**src/rtl/omega_pkg.sv**
```systemverilog
// Package omega_pkg
// Shared helpers for the omega fabric. It holds the shuffle index
// computation, which is used at elaboration time to lay out wiring.
package omega_pkg;

    // Rotate an index of 'bits' bits left by one position.
    function automatic int unsigned shuffle_pos(input int unsigned line,
                                                input int unsigned bits);
        int unsigned mask;
        mask = (32'd1 << bits) - 32'd1;
        return ((line << 1) | (line >> (bits - 1))) & mask;
    endfunction

endpackage

```
**src/rtl/omega_switch2.sv**
```systemverilog
// Module omega_switch2
// A 2x2 crossbar element. Each input message carries {dest, src, data}.
// Routing bit ROUTE_BIT of dest picks output 0 (bit clear) or output 1
// (bit set). On a clash the upper input (index 0) wins, and the lower
// message is reported as dropped. Purely combinational.
// Assumes: invalid inputs may carry any message bits.
module omega_switch2 #(
    parameter int IDX_W     = 3,
    parameter int DATA_W    = 8,
    parameter int ROUTE_BIT = 0
) (
    input  logic [1:0]                          in_v,
    input  logic [1:0][2*IDX_W+DATA_W-1:0]      in_msg,
    output logic [1:0]                          out_v,
    output logic [1:0][2*IDX_W+DATA_W-1:0]      out_msg,
    output logic                                drop_v,
    output logic [IDX_W-1:0]                    drop_src
);
    localparam int MSG_W   = 2 * IDX_W + DATA_W;
    localparam int BIT_POS = DATA_W + IDX_W + ROUTE_BIT;

    logic up_bit;
    logic lo_bit;
    logic clash;

    assign up_bit = in_msg[0][BIT_POS];
    assign lo_bit = in_msg[1][BIT_POS];
    assign clash  = in_v[0] && in_v[1] && (up_bit == lo_bit);

    // Steer both messages; the upper one has priority on a clash.
    always_comb begin
        out_v   = '0;
        out_msg = '0;
        if (in_v[0]) begin
            out_v[up_bit]   = 1'b1;
            out_msg[up_bit] = in_msg[0];
        end
        if (in_v[1] && !clash) begin
            out_v[lo_bit]   = 1'b1;
            out_msg[lo_bit] = in_msg[1];
        end
    end

    // Report the loser of a clash together with its source index.
    assign drop_v   = clash;
    assign drop_src = in_msg[1][DATA_W +: IDX_W];

    logic unused_w;
    assign unused_w = ^{MSG_W[0]};
endmodule

```
**src/rtl/omega_stage.sv**
```systemverilog
// Module omega_stage
// One network stage: perfect-shuffle wiring, N/2 switches and a
// pipeline register. STAGE_IDX counts from 0 at the input side. The
// routing bit is IDX_W-1-STAGE_IDX, so the MSB is used first.
// Drop reports are combinational, taken from this stage's inputs.
module omega_stage #(
    parameter int N_PORTS   = 8,
    parameter int DATA_W    = 8,
    parameter int STAGE_IDX = 0,
    parameter int IDX_W     = $clog2(N_PORTS)
) (
    input  logic                                    clk,
    input  logic                                    rst_n,
    input  logic [N_PORTS-1:0]                      in_v,
    input  logic [N_PORTS-1:0][2*IDX_W+DATA_W-1:0]  in_msg,
    output logic [N_PORTS-1:0]                      q_v,
    output logic [N_PORTS-1:0][2*IDX_W+DATA_W-1:0]  q_msg,
    output logic [N_PORTS/2-1:0]                    drop_v,
    output logic [N_PORTS/2-1:0][IDX_W-1:0]         drop_src
);
    localparam int HALF      = N_PORTS / 2;
    localparam int MSG_W     = 2 * IDX_W + DATA_W;
    localparam int ROUTE_BIT = IDX_W - 1 - STAGE_IDX;

    logic [N_PORTS-1:0]            sh_v;
    logic [N_PORTS-1:0][MSG_W-1:0] sh_msg;
    logic [N_PORTS-1:0]            nx_v;
    logic [N_PORTS-1:0][MSG_W-1:0] nx_msg;

    // Perfect shuffle: line x feeds line rotl(x).
    for (genvar x = 0; x < N_PORTS; x++) begin : g_shuffle
        localparam int DST = omega_pkg::shuffle_pos(x, IDX_W);
        assign sh_v[DST]   = in_v[x];
        assign sh_msg[DST] = in_msg[x];
    end

    // Switch column: switch j takes shuffled lines 2j and 2j+1.
    for (genvar j = 0; j < HALF; j++) begin : g_sw
        omega_switch2 #(
            .IDX_W    (IDX_W),
            .DATA_W   (DATA_W),
            .ROUTE_BIT(ROUTE_BIT)
        ) u_sw (
            .in_v    (sh_v[2*j+1:2*j]),
            .in_msg  (sh_msg[2*j+1:2*j]),
            .out_v   (nx_v[2*j+1:2*j]),
            .out_msg (nx_msg[2*j+1:2*j]),
            .drop_v  (drop_v[j]),
            .drop_src(drop_src[j])
        );
    end

    // Stage pipeline register; reset empties it.
    always_ff @(posedge clk) begin
        if (!rst_n) begin
            q_v   <= '0;
            q_msg <= '0;
        end else begin
            q_v   <= nx_v;
            q_msg <= nx_msg;
        end
    end
endmodule

```
**src/rtl/omega_fabric.sv**
```systemverilog
// Module omega_fabric
// N_PORTS x N_PORTS pipelined omega network. Input i is tagged with
// source index i, then passes through STAGES = log2(N_PORTS) stages.
// It lands on output line dest after STAGES clock edges. Discarded
// messages pulse blocked[src] in the cycle after their stage's edge.
// Assumes: N_PORTS is a power of two, 2..64.
module omega_fabric #(
    parameter int N_PORTS = 8,
    parameter int DATA_W  = 8,
    parameter int IDX_W   = $clog2(N_PORTS)
) (
    input  logic                        clk,
    input  logic                        rst_n,
    input  logic [N_PORTS-1:0]          in_valid,
    input  logic [N_PORTS*IDX_W-1:0]    in_dest,
    input  logic [N_PORTS*DATA_W-1:0]   in_data,
    output logic [N_PORTS-1:0]          out_valid,
    output logic [N_PORTS*IDX_W-1:0]    out_src,
    output logic [N_PORTS*DATA_W-1:0]   out_data,
    output logic [N_PORTS-1:0]          blocked
);
    localparam int STAGES = IDX_W;
    localparam int HALF   = N_PORTS / 2;
    localparam int MSG_W  = 2 * IDX_W + DATA_W;

    logic [N_PORTS-1:0]            st_v   [0:STAGES];
    logic [N_PORTS-1:0][MSG_W-1:0] st_msg [0:STAGES];
    logic [HALF-1:0]               dr_v   [0:STAGES-1];
    logic [HALF-1:0][IDX_W-1:0]    dr_src [0:STAGES-1];
    logic [N_PORTS-1:0]            blk_nxt;
    logic [N_PORTS*IDX_W-1:0]      arr_dest;

    // Build input messages: {dest, source index, payload}.
    for (genvar i = 0; i < N_PORTS; i++) begin : g_in
        assign st_v[0][i]   = in_valid[i];
        assign st_msg[0][i] = {in_dest[i*IDX_W +: IDX_W], IDX_W'(i),
                               in_data[i*DATA_W +: DATA_W]};
    end

    // Chain of stages, each ending in a register.
    for (genvar s = 0; s < STAGES; s++) begin : g_stage
        omega_stage #(
            .N_PORTS  (N_PORTS),
            .DATA_W   (DATA_W),
            .STAGE_IDX(s),
            .IDX_W    (IDX_W)
        ) u_stage (
            .clk     (clk),
            .rst_n   (rst_n),
            .in_v    (st_v[s]),
            .in_msg  (st_msg[s]),
            .q_v     (st_v[s+1]),
            .q_msg   (st_msg[s+1]),
            .drop_v  (dr_v[s]),
            .drop_src(dr_src[s])
        );
    end

    // Collect all drop reports of this cycle into one source mask.
    always_comb begin
        blk_nxt = '0;
        for (int s = 0; s < STAGES; s++) begin
            for (int j = 0; j < HALF; j++) begin
                if (dr_v[s][j]) blk_nxt[dr_src[s][j]] = 1'b1;
            end
        end
    end

    // Register the blocked pulses.
    always_ff @(posedge clk) begin
        if (!rst_n) blocked <= '0;
        else        blocked <= blk_nxt;
    end

    // Unpack the last stage onto the output ports.
    for (genvar i = 0; i < N_PORTS; i++) begin : g_out
        assign out_valid[i]                = st_v[STAGES][i];
        assign out_src[i*IDX_W +: IDX_W]   = st_msg[STAGES][i][DATA_W +: IDX_W];
        assign out_data[i*DATA_W +: DATA_W] = st_msg[STAGES][i][DATA_W-1:0];
        assign arr_dest[i*IDX_W +: IDX_W]  = st_msg[STAGES][i][DATA_W+IDX_W +: IDX_W];
    end
endmodule

```
**config.mk**
```make
export PLATFORM = sky130hd
export DESIGN_NAME = omega_fabric
export DESIGN_NICKNAME = d
export VERILOG_FILES = /design/src/rtl/omega_pkg.sv /design/src/rtl/omega_switch2.sv /design/src/rtl/omega_stage.sv /design/src/rtl/omega_fabric.sv
export SDC_FILE = /design/constraint.sdc
export NUM_CORES = 1
export LEC_CHECK = 0
export BUFFER_PORTS_ARGS = -buffer_cell sky130_fd_sc_hd__buf_2
export CAP_MARGIN = 30
export CELL_PAD_IN_SITES_DETAIL_PLACEMENT = 0
export CELL_PAD_IN_SITES_GLOBAL_PLACEMENT = 1
export CORE_MARGIN = 2
export CORE_UTILIZATION = 45
export CTS_CLUSTER_SIZE = 10
export DETAILED_ROUTE_END_ITERATION = 8
export PLACE_DENSITY = 0.93
export SLEW_MARGIN = 20
export SYNTH_ARGS = -nofsm -noshare
export SYNTH_HDL_FRONTEND = slang
export SYNTH_SLANG_ARGS = --single-unit
```
**constraint.sdc**
```tcl
create_clock -name clk -period 2.5 [get_ports clk]
set_clock_uncertainty 0.15 [all_clocks]
set_input_delay 0.375 -clock clk [delete_from_list [all_inputs] [get_ports clk]]
set_output_delay 0.375 -clock clk [all_outputs]
set_load 0.005 [all_outputs]
```
Word-level counts from Yosys, hierarchy flattened
Index checks and enable logic that the tools add are counted.
- eq/ne operators: 12
- bitwise gates (word level): 32
- reductions and logical operators: 80
- multiplexer cells: 184
- order comparisons: 64
- operators by type and width (kind ; count):
    $mux 28 ; 20
    $and 28x28->28 ; 12
    $bwmux 28 ; 12
    $demux 14 s1 ; 24
    $mux 14 ; 24
    $mux 25 ; 4
    $mux 8 ; 9
    $logic_and 1x1->1 ; 68
    $or 8x8->8 ; 8
    $lt 1x2->1 const B ; 24
    $mux 2 ; 24
    $lt 3x4->1 const B ; 8
    $mux 1 ; 32
    $demux 1 s1 ; 24
    $demux 1 s3 ; 8
    $ge 1x1->1 const B ; 24
    $ge 3x1->1 const B ; 8
    $or 2x2->2 ; 12
    $eq 1x1->1 ; 12
    $logic_not 1->1 ; 12
    $mux 7 ; 1
    $mux 6 ; 1
    $mux 5 ; 1
- logic and storage cells: 400
- register bits after elaboration: 344

Logic depth before layout (Yosys ltp)
- depth after elaboration: 22
- depth in mapped cells: 5
- depth with buffers taken out: 4

By module
From an unflattened synthesis, not the netlist that was laid out.
- cell total of the unflattened synthesis: 2004
- area total of the unflattened synthesis: 18864.3 um2
- by module, submodules not included (module ; area each (um2) ; times used ; cells an instance ; sequential area each (um2)):
    omega_stage ; 3286.9 ; 3 ; 253 ; 2402.3
    omega_switch2 at g_stage[1].u_stage.g_sw[0].u_sw ... ; 644.4 ; 7 ; 92 ; 0.0
    omega_switch2 at g_stage[0].u_stage.g_sw[0].u_sw ... ; 641.9 ; 5 ; 92 ; 0.0
    omega_fabric ; 1283.7 ; 1 ; 141 ; 160.2

Least setup slack after synthesis
OpenSTA, ideal clock, no wires.
- path type: register to register
- start point: reg g_stage[1].u_stage.q_msg[53] (netlist name)
- end point: reg blocked[3]
- required time: 2276 ps
- data arrival time: 1351 ps
- buffers on the path: 0
- library setup time: 74 ps
- cell stages (with the launch flop): 5
- slack: 925 ps
- path through: dfxtp_1 -> xor2_1 -> or3b_4 -> or3b_1 -> a31oi_1
- longest elaborated chain between the ends: 3
- RTL lines (element ; line ; text):
    start: declaration ; omega_stage.sv:17 ; output logic [N_PORTS-1:0][2*IDX_W+DATA_W-1:0] q_msg,
    start signal: assignment ; omega_stage.sv:60 ; q_msg <= nx_msg;
    $eq 1x1->1 ; omega_switch2.sv:28 ; assign clash = in_v[0] && in_v[1] && (up_bit == lo_bit);
    $logic_and 1x1->1 ; omega_switch2.sv:28 ;
    $mux 8 ; omega_fabric.sv:64 ; if (dr_v[s][j]) blk_nxt[dr_src[s][j]] = 1'b1;
    end signal: assignment ; omega_fabric.sv:72 ; else blocked <= blk_nxt;
    end: declaration ; omega_fabric.sv:20 ; output logic [N_PORTS-1:0] blocked
No other way between the ends.
A chain may end at the register's enable or synchronous reset.

Worst setup path after layout
- start point: in in_valid[5]
- end point: reg g_stage[0].u_stage.q_msg[43] (netlist name)
- longest elaborated chain between the ends: 5
- RTL lines (element ; line ; text):
    start: declaration ; omega_fabric.sv:14 ; input logic [N_PORTS-1:0] in_valid,
    $logic_and 1x1->1 (2 in a row) ; omega_switch2.sv:28 ;
    $logic_not 1->1 ; omega_switch2.sv:38 ; if (in_v[1] && !clash) begin
    $logic_and 1x1->1 * ; omega_switch2.sv:38 ;
    $mux 28 * ; omega_switch2.sv:38 ;
    end signal: assignment ; omega_stage.sv:60 ;
    end: declaration ; omega_stage.sv:17 ;
Mark *: on every way between the ends. The rest lies on a longest branch, timed or not.

==> flow_summary.toml <==
[timing]
hold_violations = 0
max_freq_ghz = 0.4583
post-route-min-period_ns = 2.182
post-route-period-util = 0.8728
timing.final.ws_setup_ns = 0.3180
slew_violations = 0
slew_headroom = 0.3490
fin_tns_setup_ns = 0
rsz0062_at_grt = "no"
worst_pin_slew_ns = 0.9745
setup_viol = 0

[critical_path]
cp_data_arrival_time_ns = 2.48
cp.required_ns = 2.80
crit_fanout = 11
crit_type = "input port to register"
start_kind = "input port"
end_kind = "register"

[clocking]
cts.sinks = 300
cts_made_buffers = 36
cts_tree = "built"
clk_latency_ns = 0.51
htreeDepth = 2
cts_setup_buffers = 0
cts_resized = 0
clock_path_buffers = 3
ctsHoldBuffers = 68
cts_root_buffer = "clkbuf_16"
clk_pin_slew_ns = 0.05

[grt]
grt.overflow.total = 0
grt_max_degree = 70
grt_pass1_vias = 8662
grt_pass1_wl_um = 46730
track_usage = 0.2522
antenna_found_initial = 2

[final_layout]
syn2layout_area_growth_pct = 29.30
finalNetCount = 1366
fill_cells = 1830
drive_gt1_frac = 0.2201
instances_no_fill = 1554

[floorplan]
die_y_um = 153.8
die_w_um = 153.8
coreArea_mm2 = 0.02196
start_util = 0.4601
rows = 54
ios = 202
dieArea_mm2 = 0.02367

[placed_design]
place_ws_ns = 0.3004
placed_cells = 1440
place_congestion = 0.9216
dp_hpwl_um = 21870
place.port_buffers = 201

[yosys]
synth_nets = 1099
yosys_warnings = 0
synth_flop_cell = "dfxtp_1"
netlist_top_cells_count = "dfxtp_1, nor2_1, a22oi_1"
synth_top_cell_area_share = 0.5944
yosysTopAreaCell = "dfxtp_1"
ys_types = 49
yosysSeqAreaShare = 0.5944
ys_top_cells_by_area = "dfxtp_1, a22oi_1, nor2_1"
synth-edff-count = 0
syn_area_per_cell_um2 = 10.09
synthArstFlopShare = 0
ys_seq_elements = 300
syn_inst = 1001
yosysMostFrequentCell = "dfxtp_1"
synth.cell_area_mm2 = 0.01010

[outcome]
status = "complete, no violations"

[pwr]
finalPower_mw = 10.03
cellPowerDensity_mw_per_mm2 = 767.6
peakVddDrop_uv = 426.4
leakage_nw = 5.540

[drt]
wire_per_inst_um = 19.60
ant_nets = 0
drcViolationCount = 0
drtIter0Drc = 816
viasPerCell = 5.700
wl_um = 30460
vias = 8858
firstDrtPassIters = 7

[hold_path]
hp-class = "input port to register"

[run]
drv_cap = 0
-- cell type report --
cell class / count / area [um^2] / area share
Antenna cell: 2 / 5.005 / 0.0003831
Tap cell: 280 / 350.3 / 0.02682
Clock buffer: 38 / 939.7 / 0.07193
Multi-Input combinational cell: 629 / 3821 / 0.2925
Timing Repair Buffer: 293 / 1879 / 0.1439
Clock inverter: 4 / 30.03 / 0.002299
Sequential cell: 300 / 6006 / 0.4597
Inverter: 8 / 32.53 / 0.002490
-- final timing paths --
check                                start                             to  slack, ns  cells after the start
min reg2reg  g_stage[1].u_stage.q_msg[100]  g_stage[2].u_stage.q_msg[100]       0.31                      2
max                            in_valid[5]   g_stage[0].u_stage.q_msg[43]       0.32                      7
min                            in_data[59]  g_stage[0].u_stage.q_msg[101]       0.01                      3
max reg2reg      g_stage[1].u_stage.q_v[1]   g_stage[2].u_stage.q_msg[35]       0.40                      5
-- sequential cells by signal (all words and copies together) (netlist names) --
signal / count
g_stage.u_stage.q_msg: 274
blocked: 8
g_stage.u_stage.q_v: 18
-- kinds of logic (layout without fill, tap and decap cells) --
family	after synthesis	in the layout	share of synthesized area
mux	10	10	0.009908
buf+inv	72	343	0.02786
flops	300	300	0.5944
xor+xnor	12	12	0.01040
compound gates	267	267	0.2040
other cells	0	2	0
simple gates	340	340	0.1534
-- where the power goes --
part,internal (mW),switching (mW)
combinational,0.258,0.316
sequential,4.90,0.0953
clock,2.65,1.81
-- metrics by stage --
stage,hold slack (ns),util,area (um^2)
floorplan,0.2815,-,10100
global placement,0.2984,0.5189,11390
detailed placement,0.3023,0.5189,11390
CTS,0.0001562,0.5940,13040
global route,0.0007310,0.5949,13060
finish,0.01119,0.5949,13060
-- layout by cell type (no fill, tap or decap), types with 9 or more instances in the layout --
cell and n:
clkbuf_16 37, a22o_1 73, dfxtp_1 300, buf_2 201, a21oi_1 40, or2_2 9
and2_1 12, nand3_1 11, buf_4 22, dlygate4sd3_1 68, nor2b_1 16, nor3_1 12
mux2i_1 10, nor2_1 174, and3_1 11, a32o_1 22, nand2_1 63, a22oi_1 109
-- layer usage --
layer  global-route usage  routed length (um)  share of wire
met2               0.4127               14220           0.47
met4              0.09969                1082          0.036
met3              0.05440                2621          0.086
met1               0.3275               12540           0.41
met5                    0                   0              0
-- critical path, cell delays in order --
cell and delay, ns:
dlygate4sd3_1 0.53, buf_2 0.12, nand2_1 0.06, nor2_1 0.53, a22oi_1 0.16, dlygate4sd3_1 0.61
nor2_1 0.09
No activity file was read; power rests on OpenSTA's default activity.
